## config.mk

```make
export PLATFORM = sky130hd
export DESIGN_NAME = line_split_lsu
export DESIGN_NICKNAME = d
export VERILOG_FILES = /design/src/rtl/msplit_pkg.sv /design/src/rtl/msplit_calc.sv /design/src/rtl/msplit_pack.sv /design/src/rtl/msplit_merge.sv /design/src/rtl/line_split_lsu.sv
export SDC_FILE = /design/constraint.sdc
export NUM_CORES = 1
export LEC_CHECK = 0
export ABC_CLOCK_PERIOD_IN_PS = 3050
export BUFFER_PORTS_ARGS = -buffer_cell sky130_fd_sc_hd__buf_2
export CAP_MARGIN = 20
export CORE_MARGIN = 3
export CORE_UTILIZATION = 50
export CTS_CLUSTER_DIAMETER = 50
export DETAILED_ROUTE_END_ITERATION = 12
export PLACE_DENSITY = 0.9
export SYNTH_ARGS = -nofsm -noshare
export SYNTH_HDL_FRONTEND = slang
export SYNTH_SLANG_ARGS = --single-unit
```

## constraint.sdc

```tcl
create_clock -name clk -period 3.05 [get_ports clk]
set_input_delay 0.4575 -clock clk [delete_from_list [all_inputs] [get_ports clk]]
set_output_delay 0.4575 -clock clk [all_outputs]
set_load 0.03 [all_outputs]
```

## src/rtl/msplit_pkg.sv

```systemverilog
package msplit_pkg;

   typedef enum logic [1:0] {
      MCMD_READ       = 2'd0,
      MCMD_READ_LOCK  = 2'd1,
      MCMD_WRITE      = 2'd2,
      MCMD_WRITE_COND = 2'd3
   } mcmd_e;

   typedef enum logic [1:0] {
      ST_IDLE = 2'd0,
      ST_SEND = 2'd1,
      ST_WAIT = 2'd2
   } mstate_e;

endpackage

```

## src/rtl/msplit_calc.sv

```systemverilog
module msplit_calc #(
   parameter int ADDR_W      = 32,
   parameter int BLOCK_BYTES = 64,
   parameter int SIZE_W      = 4
) (
   input  logic [ADDR_W-1:0] addr,
   input  logic [SIZE_W-1:0] size,
   output logic              split,
   output logic [SIZE_W-1:0] first_size,
   output logic [SIZE_W-1:0] second_size,
   output logic [ADDR_W-1:0] second_addr,
   output logic              span_ok
);
   localparam logic [ADDR_W-1:0] BLK_MASK = ~ADDR_W'(BLOCK_BYTES - 1);

   logic [ADDR_W-1:0] last_byte;
   logic [ADDR_W-1:0] last_blk;
   logic [ADDR_W-1:0] gap;
   logic [ADDR_W-1:0] tail_end;

   always_comb begin
      last_byte   = addr + ADDR_W'(size) - ADDR_W'(1);
      last_blk    = last_byte & BLK_MASK;
      split       = last_blk > addr;
      gap         = last_blk - addr;
      first_size  = split ? gap[SIZE_W-1:0] : size;
      second_size = size - first_size;
      second_addr = last_blk;
      tail_end    = last_blk + ADDR_W'(second_size) - ADDR_W'(1);
      span_ok     = !split || ((tail_end & BLK_MASK) == last_blk);
   end
endmodule

```

## src/rtl/msplit_pack.sv

```systemverilog
module msplit_pack #(
   parameter int DATA_BYTES = 8,
   parameter int SIZE_W     = 4
) (
   input  logic [8*DATA_BYTES-1:0] wdata,
   input  logic                    frag,
   input  logic [SIZE_W-1:0]       first_size,
   input  logic [SIZE_W-1:0]       frag_size,
   output logic [8*DATA_BYTES-1:0] frag_wdata
);
   localparam int DW = 8 * DATA_BYTES;

   logic [SIZE_W-1:0] skip;
   logic [DW-1:0]     shifted;

   assign skip    = frag ? first_size : '0;
   assign shifted = wdata >> {skip, 3'b000};

   for (genvar lane = 0; lane < DATA_BYTES; lane++) begin : g_lane
      assign frag_wdata[8*lane +: 8] =
         (SIZE_W'(lane) < frag_size) ? shifted[8*lane +: 8] : 8'h00;
   end
endmodule

```

## src/rtl/msplit_merge.sv

```systemverilog
module msplit_merge #(
   parameter int DATA_BYTES = 8,
   parameter int SIZE_W     = 4
) (
   input  logic                    clk,
   input  logic                    rst_n,
   input  logic                    clear,
   input  logic                    load_en,
   input  logic                    frag,
   input  logic [SIZE_W-1:0]       first_size,
   input  logic [SIZE_W-1:0]       second_size,
   input  logic [8*DATA_BYTES-1:0] rdata,
   output logic [8*DATA_BYTES-1:0] merged
);
   localparam int DW = 8 * DATA_BYTES;

   logic [SIZE_W-1:0] base;
   logic [SIZE_W-1:0] span;
   logic [SIZE_W-1:0] limit;
   logic [DW-1:0]     placed;

   assign base   = frag ? first_size : '0;
   assign span   = frag ? second_size : first_size;
   assign limit  = base + span;
   assign placed = rdata << {base, 3'b000};

   for (genvar lane = 0; lane < DATA_BYTES; lane++) begin : g_lane
      logic hit;
      assign hit = (SIZE_W'(lane) >= base) && (SIZE_W'(lane) < limit);
      always_ff @(posedge clk or negedge rst_n) begin
         if (!rst_n)                merged[8*lane +: 8] <= 8'h00;
         else if (clear)            merged[8*lane +: 8] <= 8'h00;
         else if (load_en && hit)   merged[8*lane +: 8] <= placed[8*lane +: 8];
      end
   end

   assert_lane_range_R8: assert property (@(posedge clk) disable iff (!rst_n)
      load_en |-> (limit <= SIZE_W'(DATA_BYTES)));
endmodule

```

## src/rtl/line_split_lsu.sv

```systemverilog
module line_split_lsu
   import msplit_pkg::*;
#(
   parameter int ADDR_W      = 32,
   parameter int BLOCK_BYTES = 64,
   parameter int DATA_BYTES  = 8,
   parameter int SIZE_W      = $clog2(DATA_BYTES) + 1
) (
   input  logic                    clk,
   input  logic                    rst_n,
   input  logic                    req_valid,
   output logic                    req_ready,
   input  logic                    req_write,
   input  logic                    req_lock,
   input  logic                    req_swap,
   input  logic [ADDR_W-1:0]       req_addr,
   input  logic [SIZE_W-1:0]       req_size,
   input  logic [8*DATA_BYTES-1:0] req_wdata,
   input  logic                    xlat_fault0,
   input  logic                    xlat_fault1,
   output logic                    mreq_valid,
   input  logic                    mreq_ready,
   output logic [1:0]              mreq_cmd,
   output logic                    mreq_frag,
   output logic [ADDR_W-1:0]       mreq_addr,
   output logic [SIZE_W-1:0]       mreq_size,
   output logic [8*DATA_BYTES-1:0] mreq_wdata,
   input  logic                    mresp_valid,
   input  logic                    mresp_frag,
   input  logic [8*DATA_BYTES-1:0] mresp_rdata,
   output logic                    done_valid,
   output logic                    done_fault,
   output logic                    done_err,
   output logic [8*DATA_BYTES-1:0] done_rdata
);
   localparam int DW    = 8 * DATA_BYTES;
   localparam int OFF_W = $clog2(BLOCK_BYTES);

   if ((BLOCK_BYTES & (BLOCK_BYTES - 1)) != 0) begin : g_bad_block
      $error("BLOCK_BYTES must be a power of two");
   end
   if ((DATA_BYTES & (DATA_BYTES - 1)) != 0) begin : g_bad_data
      $error("DATA_BYTES must be a power of two");
   end
   if (BLOCK_BYTES < DATA_BYTES) begin : g_bad_ratio
      $error("an access must fit in two blocks: BLOCK_BYTES >= DATA_BYTES");
   end
   if (ADDR_W <= OFF_W || SIZE_W > ADDR_W) begin : g_bad_addr
      $error("ADDR_W too narrow for the block and size fields");
   end

   // split arithmetic on the incoming access
   logic              c_split, c_span_ok;
   logic [SIZE_W-1:0] c_first, c_second;
   logic [ADDR_W-1:0] c_second_addr;

   msplit_calc #(.ADDR_W(ADDR_W), .BLOCK_BYTES(BLOCK_BYTES), .SIZE_W(SIZE_W)) u_calc (
      .addr        (req_addr),
      .size        (req_size),
      .split       (c_split),
      .first_size  (c_first),
      .second_size (c_second),
      .second_addr (c_second_addr),
      .span_ok     (c_span_ok)
   );

   // held access state
   mstate_e           state;
   logic              r_write, r_lock, r_split, cur_frag;
   logic [1:0]        pend;
   logic [ADDR_W-1:0] r_addr, r_second_addr;
   logic [SIZE_W-1:0] r_first, r_second;
   logic [DW-1:0]     r_wdata;

   logic accept, abort_fault, abort_err, resp_fire;

   assign req_ready   = (state == ST_IDLE);
   assign accept      = req_valid && req_ready;
   assign abort_fault = xlat_fault0 || (c_split && xlat_fault1);
   assign abort_err   = !abort_fault && c_split && (req_lock || req_swap);
   assign resp_fire   = mresp_valid && (state != ST_IDLE);

   always_ff @(posedge clk or negedge rst_n) begin
      if (!rst_n) begin
         state         <= ST_IDLE;
         cur_frag      <= 1'b0;
         pend          <= 2'd0;
         r_write       <= 1'b0;
         r_lock        <= 1'b0;
         r_split       <= 1'b0;
         r_addr        <= '0;
         r_second_addr <= '0;
         r_first       <= '0;
         r_second      <= '0;
         r_wdata       <= '0;
         done_valid    <= 1'b0;
         done_fault    <= 1'b0;
         done_err      <= 1'b0;
      end else begin
         done_valid <= 1'b0;
         unique case (state)
            ST_IDLE: if (req_valid) begin
               r_write       <= req_write;
               r_lock        <= req_lock;
               r_split       <= c_split;
               r_addr        <= req_addr;
               r_second_addr <= c_second_addr;
               r_first       <= c_first;
               r_second      <= c_second;
               r_wdata       <= req_wdata;
               done_fault    <= abort_fault;
               done_err      <= abort_err;
               if (abort_fault || abort_err) begin
                  done_valid <= 1'b1;
               end else begin
                  state    <= ST_SEND;
                  cur_frag <= 1'b0;
                  pend     <= c_split ? 2'd2 : 2'd1;
               end
            end
            ST_SEND: if (mreq_ready) begin
               if (!cur_frag && r_split) cur_frag <= 1'b1;
               else                      state    <= ST_WAIT;
            end
            default: ;
         endcase
         if (resp_fire) begin
            pend <= pend - 2'd1;
            if (pend == 2'd1) begin
               state      <= ST_IDLE;
               done_valid <= 1'b1;
               done_fault <= 1'b0;
               done_err   <= 1'b0;
            end
         end
      end
   end

   // request port
   mcmd_e cmd;
   always_comb begin
      if (r_write) cmd = r_lock ? MCMD_WRITE_COND : MCMD_WRITE;
      else         cmd = r_lock ? MCMD_READ_LOCK  : MCMD_READ;
   end

   assign mreq_valid = (state == ST_SEND);
   assign mreq_cmd   = cmd;
   assign mreq_frag  = cur_frag;
   assign mreq_addr  = cur_frag ? r_second_addr : r_addr;
   assign mreq_size  = cur_frag ? r_second : r_first;

   msplit_pack #(.DATA_BYTES(DATA_BYTES), .SIZE_W(SIZE_W)) u_pack (
      .wdata      (r_wdata),
      .frag       (cur_frag),
      .first_size (r_first),
      .frag_size  (mreq_size),
      .frag_wdata (mreq_wdata)
   );

   msplit_merge #(.DATA_BYTES(DATA_BYTES), .SIZE_W(SIZE_W)) u_merge (
      .clk         (clk),
      .rst_n       (rst_n),
      .clear       (accept),
      .load_en     (resp_fire && !r_write),
      .frag        (mresp_frag),
      .first_size  (r_first),
      .second_size (r_second),
      .rdata       (mresp_rdata),
      .merged      (done_rdata)
   );

   // checks
   assert_size_legal_R2: assert property (@(posedge clk) disable iff (!rst_n)
      req_valid |-> (req_size != '0) && (req_size <= SIZE_W'(DATA_BYTES)));

   assert_two_blocks_R2: assert property (@(posedge clk) disable iff (!rst_n)
      accept |-> c_span_ok);

   assert_frag1_aligned_R2: assert property (@(posedge clk) disable iff (!rst_n)
      (mreq_valid && mreq_frag) |-> (mreq_addr[OFF_W-1:0] == '0));

   assert_abort_silent_R4: assert property (@(posedge clk) disable iff (!rst_n)
      (done_valid && (done_fault || done_err)) |-> !mreq_valid);

   assert_split_plain_R5: assert property (@(posedge clk) disable iff (!rst_n)
      (mreq_valid && mreq_frag) |-> (mreq_cmd == MCMD_READ || mreq_cmd == MCMD_WRITE));

   assert_hold_stalled_R6: assert property (@(posedge clk) disable iff (!rst_n)
      (mreq_valid && !mreq_ready) |=> (mreq_valid && $stable(mreq_addr)
                                       && $stable(mreq_size) && $stable(mreq_frag)));

   assert_done_after_resp_R7: assert property (@(posedge clk) disable iff (!rst_n)
      (done_valid && !done_fault && !done_err) |-> $past(mresp_valid));

   assert_no_stray_resp_R7: assert property (@(posedge clk) disable iff (!rst_n)
      mresp_valid |-> (state != ST_IDLE));
endmodule

```

==> impl_metrics.tcl, run 1 <==
set metrics [dict create \
    cts_tree "built" \
    syn_area_um2 14070 \
    synth_top_area_cell "dfrtp_1" \
    ant_nets 0 \
    ys_types 68 \
    wire_per_inst_um 20.73 \
    drv_cap 0 \
    drc_errors 0 \
    synthFlopType "dfrtp_1" \
    min_path_type "input pin to flip-flop" \
    fmax_ghz 0.2166 \
    yosysSeqAreaShare_pct 36.46 \
    clk_pin_slew_ps 60 \
    wl_um 52470 \
    switching_share_pct 48.78 \
    hpwl_um 39080 \
    finalSetupTns_ps -18220 \
    tightest_slew_ps 651.3 \
    cp.required_ps 3480 \
    layout.nets 2379 \
    grt_use_total_pct 33.31 \
    start_kind "input pin" \
    synth.avg_cell_area_um2 8.476 \
    ys_seq_elements 205 \
    timing.final.crit_period_ps 4617 \
    dp.cells 2450 \
    antennaDiodeCount 0 \
    p_switching_mw 10.00 \
    drt_first_pass_iters 5 \
    antenna_found_initial 1 \
    grt_overflow 0 \
    yosys_warnings 0 \
    vias_per_cell 5.845 \
    stdcell_count 2531 \
    outcome "finished with violations" \
    layout_setup_ws_ps -1567 \
    hold-worst-slack_ps 95.22 \
    synth.area.top_cells "dfrtp_1, nand2_1, ha_1" \
    fin_worst_skew_ps 15.41 \
    power_density_nw_per_um2 1072 \
    cp_max_fo 3 \
    ir_worst_vdd_v 0.0006675 \
    seq_power_share_pct 24.4 \
    rsz0062_at_grt "yes" \
    port_buffers 346 \
    worst-setup-path-type "input pin to flip-flop" \
    rows 60 \
    synth_edf_count 0 \
    clock_latency_ps 550 \
    finalCritPeriodShare_pct 151.4 \
    async_flop_share_pct 100.0 \
    violations "negative setup slack" \
    worstPathArrival_ps 5040 \
    area_growth_pct 35.91 \
    core_area_um2 27330 \
    ios 347 \
    total_power_mw 20.51 \
    place_area_um2 17390 \
    stdcell_area_um2 19120 \
    layout-drive-gt1-share_pct 36.50 \
    grt_max_degree 101 \
    syn_inst 1660 \
    cts.sinks 205 \
    die_w_um 173.8 \
    h-tree-depth 1 \
    cts_max_path_buffers 3 \
    p_leak_nw 9.866 \
    dieArea_um2 30190 \
    p_comb_share_pct 57.5 \
    root_buffer "clkbuf_16" \
    hold_violations 0 \
    yosysTopAreaCellShare_pct 36.46 \
    grt_pass1_wl_um 81130 \
    finalMaxSlewViolations 0 \
    synth_nets 1904 \
    intPower_mw 10.50 \
    initial_core_util_pct 51.49 \
    slew_headroom_pct 56.58 \
    routabilityCongestion 0.9757 \
    die_y_um 173.8 \
    grt_pass1_vias 14890 \
    power.share.clock_pct 18.0 \
    setup_viol 16 \
    drtIter0Drc 1495 \
    cts_made_buffers 30 \
    end_kind "flip-flop" \
    vias 14790 \
]
[metal layers]
layer | GRT usage, % | vias to the layer above | wire length [um]
met5 | 0 | - | 13
li1 | - | 6697 | -
met3 | 7.052 | 180 | 4945
met1 | 42.74 | 6997 | 20360
met4 | 12.73 | 2 | 2277
met2 | 55.47 | 918 | 24880
[layout by cell type, fill, tap and decap left out, types with 7 or more instances in the layout]
master,n
nor2b_1,37
nor2_1,109
nand3_1,65
a21oi_2,12
nand2b_1,7
mux4_2,37
a31oi_1,10
a22oi_1,8
inv_1,54
nor3_1,8
nor2_2,8
a21o_1,18
o211a_1,8
o211ai_1,8
buf_6,7
clkbuf_16,32
buf_4,177
a211oi_1,14
o21ai_1,12
a21oi_1,66
buf_12,10
dfrtp_1,201
a32oi_1,8
a221oi_1,9
ha_1,62
mux2i_1,56
o21ai_0,95
buf_2,342
mux2_2,51
nand2_1,438
nand4_1,9
xor2_1,10
a22o_1,8
xnor2_1,16
[per-stage QoR]
stage | setup WS (ps) | utilization [%]
floorplan | -1640 | -
global placement | -2111 | 63.65
detailed placement | -2377 | 63.65
CTS | -1409 | 68.94
global route | -1777 | 69.98
finish | -1567 | 69.98
[path summary, 6_finish.rpt]
| check | startpoint | endpoint | slack, ps | depth (start not counted) |
|---|---|---|---|---|
| min reg2reg | r_addr[16]$_DFFE_PN0P_ | r_addr[16]$_DFFE_PN0P_ | 480 | 2 |
| max reg2reg | r_first[1]$_DFFE_PN0P_ | u_merge.merged[47]$_DFFE_PN0P_ | 300 | 10 |
| max in group asynchronous | rst_n | r_wdata[6]$_DFFE_PN0P_ | 1740 | 3 |
| min in group asynchronous | rst_n | u_merge.merged[2]$_DFFE_PN0P_ | 470 | 2 |
| max | req_addr[2] | r_second[2]$_DFFE_PN0P_ | -1570 | 27 |
| min | req_wdata[8] | r_wdata[8]$_DFFE_PN0P_ | 100 | 3 |
[cell type report]
| cell class | instances | area (um^2) |
|---|---|---|
| clock buffers | 40 | 849.6 |
| clock inverters | 16 | 236.5 |
| fillers | 2122 | 8204 |
| multi-input cells | 1291 | 8708 |
| inverters | 63 | 266.5 |
| flip-flops and latches | 205 | 5135 |
| well taps | 372 | 465.4 |
| repair buffers | 544 | 3461 |
[critical path, cell delays in order]
cell,delay (ps)
buf_8,80
inv_4,30
ha_4,260
inv_4,40
ha_4,260
nand2b_4,60
o21ai_4,160
nand4b_1,220
a21oi_4,240
o21bai_4,90
and3_4,190
o31ai_4,240
xor2_2,220
ha_1,280
a21o_1,180
a21o_1,170
a21oi_2,170
o21ai_4,100
a2111oi_4,240
a21oi_2,140
buf_4,160
mux2i_2,200
ha_2,230
inv_2,50
fa_2,360
xnor2_2,140
o21ai_1,70
[power groups by stage]
stage                     Sequential (mW)  Clock [mW]  Combinational (mW)
after global placement               4.91           0                10.9
after floorplan                      5.07           0                7.26
after global routing                 5.11        3.85                12.6
final                                5.01        3.70                11.8
after detailed placement             4.98           0                11.1
after CTS                            4.94        3.73                11.4
[Yosys cell counts, types with 4 or more instances]
cell and n:
nand2_1 443, dfrtp_1 205, nor2_1 119, o21ai_0 109, a21oi_1 76, clkbuf_1 70
ha_1 67, nand3_1 65, inv_1 63, mux2i_1 61, mux2_2 52, nor2b_1 38
mux4_2 37, xnor2_1 20, buf_2 19, a21o_1 18, a211oi_1 14, xor2_1 11
a31oi_1 10, nor3_1 10, a221oi_1 9, a22oi_1 9, and2_1 9, nand4_1 9
a22o_1 8, a32oi_1 8, nand2b_1 8, o211a_1 8, o211ai_1 8, buf_1 7
o31ai_1 6, buf_4 4, o21ai_1 4
[sequential cells by signal, summed over array words and instances, names as in the netlist, 2 cells and up]
signal / cells
r_first: 4
pend: 2
state: 2
u_merge.merged: 64
r_second: 4
r_wdata: 64
r_addr: 32
r_second_addr: 26
[cell families after synthesis]
| logic type | Yosys count | share of synthesized area [%] |
|---|---|---|
| muxes | 150 | 14.42 |
| adders and majority gates | 69 | 6.243 |
| buffers and inverters | 164 | 4.722 |
| xor gates and xnor gates | 32 | 2.045 |
| and+or+nand+nor | 719 | 21.41 |
| DFF | 205 | 36.46 |
| AOI/OAI and AO/OA | 321 | 14.69 |
[timing repair]
action | CTS | global route
cloned | 1 | 1
gates resized for setup | 64 | 51
endpoints found under the setup margin | 63 | 49
hold endpoints to repair | 67 | 0
pin swaps | 42 | 28
buffers inserted | 12 | 13
hold buffers | 1 | 0
No activity file was read; power rests on OpenSTA's default activity.
==> inputs of run 2 (changes only) <==
CORE_ASPECT_RATIO = 0.7   (was default)
==> impl_metrics.tcl, run 2 (synthesized netlist as in run 1, its figures left out) <==
set metrics [dict create \
    outcome "finished with violations" \
    violations "negative setup slack" \
    hpwl_um 40590 \
    fin_worst_skew_ps 14.38 \
    p_leak_nw 9.861 \
    worstReg2RegEnd "u_merge.merged[10]$_DFFE_PN0P_" \
    cp_slowest_stage_delay_ps 290 \
    total_power_mw 20.13 \
    wl_um 55580 \
    num-fill-cells 2042 \
    grt_pass1_wl_um 82860 \
    drv_cap 0 \
    timing.final.crit_period_ps 4559 \
    root_buffer "clkbuf_16" \
    dieArea_um2 30220 \
    final_common_cell "nand2_1" \
    routabilityCongestion 1.018 \
    rows 50 \
    die_w_um 206.5 \
    clock_latency_ps 520 \
    rsz0062_at_grt "yes" \
    vias_per_cell 5.982 \
    dp_worst_setup_slack_ps -2467 \
    core_area_um2 27210 \
    ir_worst_vdd_v 0.001060 \
    cp_max_fo 4 \
    worstPathArrival_ps 4940 \
    end_kind "flip-flop" \
    multi_input_area_um2 8797 \
    grt_overflow 0 \
    top_regs "r_wdata: 64 flops, u_merge.merged: 64 flops, r_addr: 32 flops" \
    tightest_slew_ps 665.4 \
    setup_viol 17 \
    drt_first_pass_iters 8 \
    die_y_um 146.4 \
    endpoint "r_second[3]$_DFFE_PN0P_" \
    cts_max_path_buffers 3 \
    min_path_cells 3 \
    p_comb_share_pct 59.3 \
    start_kind "input pin" \
    switching_share_pct 49.80 \
    cts.sinks 205 \
    cts_made_buffers 24 \
    rrSetupSlack_ps 400 \
    area_growth_pct 36.83 \
    ios 347 \
    layout.nets 2402 \
    finalSetupTns_ps -18680 \
    drc_errors 0 \
    worst-setup-path-type "input pin to flip-flop" \
    grt_use_total_pct 34.76 \
    intPower_mw 10.10 \
    antenna_found_initial 1 \
    initial_core_util_pct 51.70 \
    crit_slowest_cell "ha_1" \
    layout.area.seq_um2 5135 \
    power_density_nw_per_um2 1045 \
    worstSetupStartpoint "req_addr[3]" \
    seq_power_share_pct 25.5 \
    antennaDiodeCount 0 \
    grt_pass1_vias 14760 \
    fmax_ghz 0.2194 \
    finalCritPeriodShare_pct 149.5 \
    cts_tree "built" \
    grt_max_degree 67 \
    vias 15190 \
    slew_headroom_pct 55.64 \
    min_path_type "input pin to flip-flop" \
    drtIter0Drc 1773 \
    finalMaxSlewViolations 0 \
    port_buffers 346 \
    layout-drive-gt1-share_pct 37.43 \
    r2r.worst_path.cells 11 \
    h-tree-depth 1 \
    hold_violations 0 \
    p_switching_mw 10.02 \
    timing.critical_path.mode_cell "a21oi_2" \
    power.share.clock_pct 15.3 \
    wire_per_inst_um 21.89 \
    ant_nets 0 \
    hold-worst-slack_ps 120.4 \
    layout_common_cells "nand2_1, buf_2, dfrtp_1, buf_4, nor2_1" \
    r2r_start "r_first[1]$_DFFE_PN0P_" \
    layout_setup_ws_ps -1509 \
    cp.required_ps 3430 \
    clk_pin_slew_ps 60 \
]
[run 2: changes by cell type in the layout (fill, tap and decap cells not counted), moves of 4 or more]
cell       change
ha_4           +5
mux2i_1        -5
clkbuf_16      -5
inv_8          -4
ha_1           -5
buf_4          +8
buf_6         +19
mux2i_2        +5
[run 2: cell type report]
class / count / area share (%)
clock buffer: 33 / 3.561
clock inverter: 10 / 0.7669
inverter: 63 / 1.371
multi-input combinational: 1291 / 45.69
sequential: 205 / 26.67
tap: 364 / 2.366
timing repair buffer: 573 / 19.57
[run 2: routing by layer]
| metal | part of all wire, % | vias up | global-route usage, % |
|---|---|---|---|
| met5 | 0.034 | - | 0 |
| met4 | 4.5 | 2 | 13.46 |
| met3 | 11 | 176 | 7.555 |
| met2 | 44 | 985 | 52.81 |
| met1 | 40 | 7274 | 48.70 |
| li1 | - | 6751 | - |
[run 2: critical path: cells and delay by family]
kind	cells	cell delay, ps
mux	1	180
compound gates	13	2010
simple gates	2	370
xor+xnor	2	340
buf+inv	5	490
fa+ha+maj	4	1070
[run 2: how the worst min path moves through the flow]
stage                                  startpoint                            end  slack (ps)
floorplan                                   rst_n             done_err$_DFF_PN0_         160
global placement    r_second_addr[16]$_DFFE_PN0P_  r_second_addr[16]$_DFFE_PN0P_         450
detailed placement   r_second_addr[6]$_DFFE_PN0P_   r_second_addr[6]$_DFFE_PN0P_         460
CTS                                 req_wdata[55]        r_wdata[55]$_DFFE_PN0P_         110
global route                        req_wdata[52]        r_wdata[52]$_DFFE_PN0P_         130
finish                              req_wdata[33]        r_wdata[33]$_DFFE_PN0P_         120
[run 2: repair_timing]
action | in CTS | in global routing
setup buffers | 35 | 13
setup endpoints to repair | 37 | 50
cloned | 0 | 2
resized for setup | 59 | 75
endpoints found under the hold margin | 63 | 0
hold buffers | 1 | 0
pin swaps | 33 | 29
[run 2: power groups by stage]
stage	sequential [mW]	combinational, mW	clock (mW)
2_1_floorplan	5.07	7.26	0
3_3_place_gp	5.00	11.0	0
3_5_place_dp	5.05	11.2	0
4_1_cts	5.02	11.5	3.09
5_1_grt	5.22	12.7	3.21
6_report	5.13	11.9	3.07
[run 2: through the flow]
| stage | instances | utilization (%) | cell area (um^2) |
|---|---|---|---|
| final | 2539 | 70.74 | 19250 |
| after global routing | 2539 | 70.74 | 19250 |
| after CTS | 2527 | 69.02 | 18780 |
| after detailed placement | 2451 | 64.22 | 17480 |
| after global placement | 2451 | 64.22 | 17480 |
| after floorplan | 1660 | - | 14210 |
==> inputs of run 3 (changes only) <==
PLACE_DENSITY = 0.84   (was 0.9)
==> impl_metrics.tcl, run 3 (synthesized netlist as in run 1, its figures left out) <==
set metrics [dict create \
    outcome "finished with violations" \
    violations "negative setup slack" \
    worstReg2RegEnd "u_merge.merged[0]$_DFFE_PN0P_" \
    core_area_um2 27210 \
    finalMaxSlewViolations 0 \
    finalCritPeriodShare_pct 150.7 \
    cts_max_path_buffers 3 \
    num-fill-cells 2137 \
    vias 15010 \
    routabilityCongestion 0.9837 \
    clk_pin_slew_ps 60 \
    dp_worst_setup_slack_ps -2352 \
    drc_errors 0 \
    final_common_cell "nand2_1" \
    r2r.worst_path.cells 12 \
    area_growth_pct 34.88 \
    layout_common_cells "nand2_1, buf_2, buf_4, dfrtp_1, nor2_1" \
    p_leak_nw 9.803 \
    fmax_ghz 0.2175 \
    cts.sinks 205 \
    end_kind "flip-flop" \
    cp_max_fo 4 \
    port_buffers 346 \
    rsz0062_at_grt "yes" \
    multi_input_area_um2 8708 \
    slew_headroom_pct 58.40 \
    drtIter0Drc 1640 \
    power_density_nw_per_um2 1051 \
    worstPathArrival_ps 5050 \
    clock_latency_ps 540 \
    p_switching_mw 9.931 \
    hold_violations 0 \
    worst-setup-path-type "input pin to flip-flop" \
    grt_max_degree 96 \
    grt_pass1_vias 14700 \
    root_buffer "clkbuf_16" \
    cts_tree "built" \
    drt_first_pass_iters 6 \
    layout.area.seq_um2 5134 \
    fin_worst_skew_ps 10.17 \
    rrSetupSlack_ps 170 \
    die_w_um 206.5 \
    drv_cap 0 \
    timing.final.crit_period_ps 4598 \
    wire_per_inst_um 20.83 \
    grt_pass1_wl_um 80940 \
    power.share.clock_pct 16.1 \
    grt_use_total_pct 33.61 \
    h-tree-depth 1 \
    wl_um 52800 \
    seq_power_share_pct 25.4 \
    top_regs "r_wdata: 64 flops, u_merge.merged: 64 flops, r_addr: 32 flops" \
    tightest_slew_ps 624.1 \
    worstSetupStartpoint "req_size[2]" \
    layout_setup_ws_ps -1548 \
    r2r_start "r_first[1]$_DFFE_PN0P_" \
    grt_overflow 0 \
    finalSetupTns_ps -17040 \
    ir_worst_vdd_v 0.0009510 \
    cts_made_buffers 27 \
    vias_per_cell 5.920 \
    antennaDiodeCount 0 \
    start_kind "input pin" \
    ant_nets 0 \
    rows 50 \
    cp.required_ps 3500 \
    hpwl_um 39510 \
    ios 347 \
    dieArea_um2 30220 \
    antenna_found_initial 2 \
    layout-drive-gt1-share_pct 37.08 \
    die_y_um 146.4 \
    min_path_type "input pin to flip-flop" \
    initial_core_util_pct 51.70 \
    endpoint "r_second[2]$_DFFE_PN0P_" \
    layout.nets 2395 \
    intPower_mw 10.02 \
    p_comb_share_pct 58.5 \
    switching_share_pct 49.78 \
    setup_viol 16 \
]
[run 3: changes by cell type in the layout (fill, tap and decap cells not counted), sizes merged]
cell    delta
clkinv     +4
buf       -10
bufinv     -2
and2       +1
clkbuf     -1
inv        +4
[run 3: worst min path at each step]
stage                             startpoint                            end  slack [ps]  depth (start not counted)
2_1_floorplan                          rst_n             done_err$_DFF_PN0_         160                          0
3_3_place_gp   r_second_addr[16]$_DFFE_PN0P_  r_second_addr[16]$_DFFE_PN0P_         450                          2
3_5_place_dp   r_second_addr[16]$_DFFE_PN0P_  r_second_addr[16]$_DFFE_PN0P_         460                          2
4_1_cts                         req_wdata[1]         r_wdata[1]$_DFFE_PN0P_          90                          3
5_1_grt                         req_wdata[1]         r_wdata[1]$_DFFE_PN0P_          90                          3
6_report                        req_wdata[1]         r_wdata[1]$_DFFE_PN0P_         100                          3
[run 3: critical path, cell delays in order]
cell       delay [ps]
buf_6              80
inv_4              30
ha_4              260
inv_4              40
ha_4              260
nand2b_4           50
o21ai_2           160
nand4b_1          210
a21oi_2           260
o21bai_4          110
and3_4            200
o31ai_4           260
xor2_2            180
ha_1              260
a21o_1            160
a21o_1            180
a21oi_2           140
o21ai_2           110
a2111oi_4         320
a21oi_2           110
buf_6             150
mux2i_4           170
ha_2              200
inv_2              40
fa_2              350
xnor2_2           140
o21ai_0           150
[run 3: area by class of cell]
cell class	count	area share, %
repair buffers	562	18.51
clock buffers	33	3.943
inverters	63	1.404
well taps	364	2.400
clock inverters	16	0.8044
multi-input cells	1292	45.89
flip-flops and latches	205	27.05
[run 3: per-stage QoR]
stage | cells | util, % | hold WS [ps] | total power [mW] | instance area, um^2
after floorplan | 1660 | - | 161.9 | 12.33 | 14210
after global placement | 2459 | 64.21 | 445.5 | 15.83 | 17470
after detailed placement | 2459 | 64.21 | 463.2 | 16.10 | 17470
after CTS | 2517 | 68.25 | 87.58 | 19.52 | 18570
after global routing | 2535 | 69.73 | 91.59 | 21.07 | 18980
final | 2535 | 69.73 | 104.9 | 19.95 | 18980
[run 3: what timing repair did]
action                                  CTS  global route
endpoints found under the hold margin    56             0
gates resized for setup                  33            68
hold buffers                              1             0
endpoints found under the setup margin   61            66
cloned                                    0             1
pin swaps                                 9            38
setup buffers                             8            17
[run 3: power groups by stage]
stage | clock (mW) | sequential (mW) | combinational, mW
finish | 3.21 | 5.06 | 11.7
global route | 3.36 | 5.16 | 12.5
CTS | 3.25 | 4.98 | 11.3
detailed placement | 0 | 5.02 | 11.1
global placement | 0 | 4.96 | 10.9
floorplan | 0 | 5.07 | 7.26
[run 3: routing by layer]
layer	vias to the layer above	share of wire (%)	track usage (%)	routed length, um
met4	2	3.7	9.868	1943
met5	-	0.025	0	13
li1	6727	-	-	-
met3	153	11	6.686	5699
met1	7195	41	47.77	21700
met2	929	44	52.31	23440
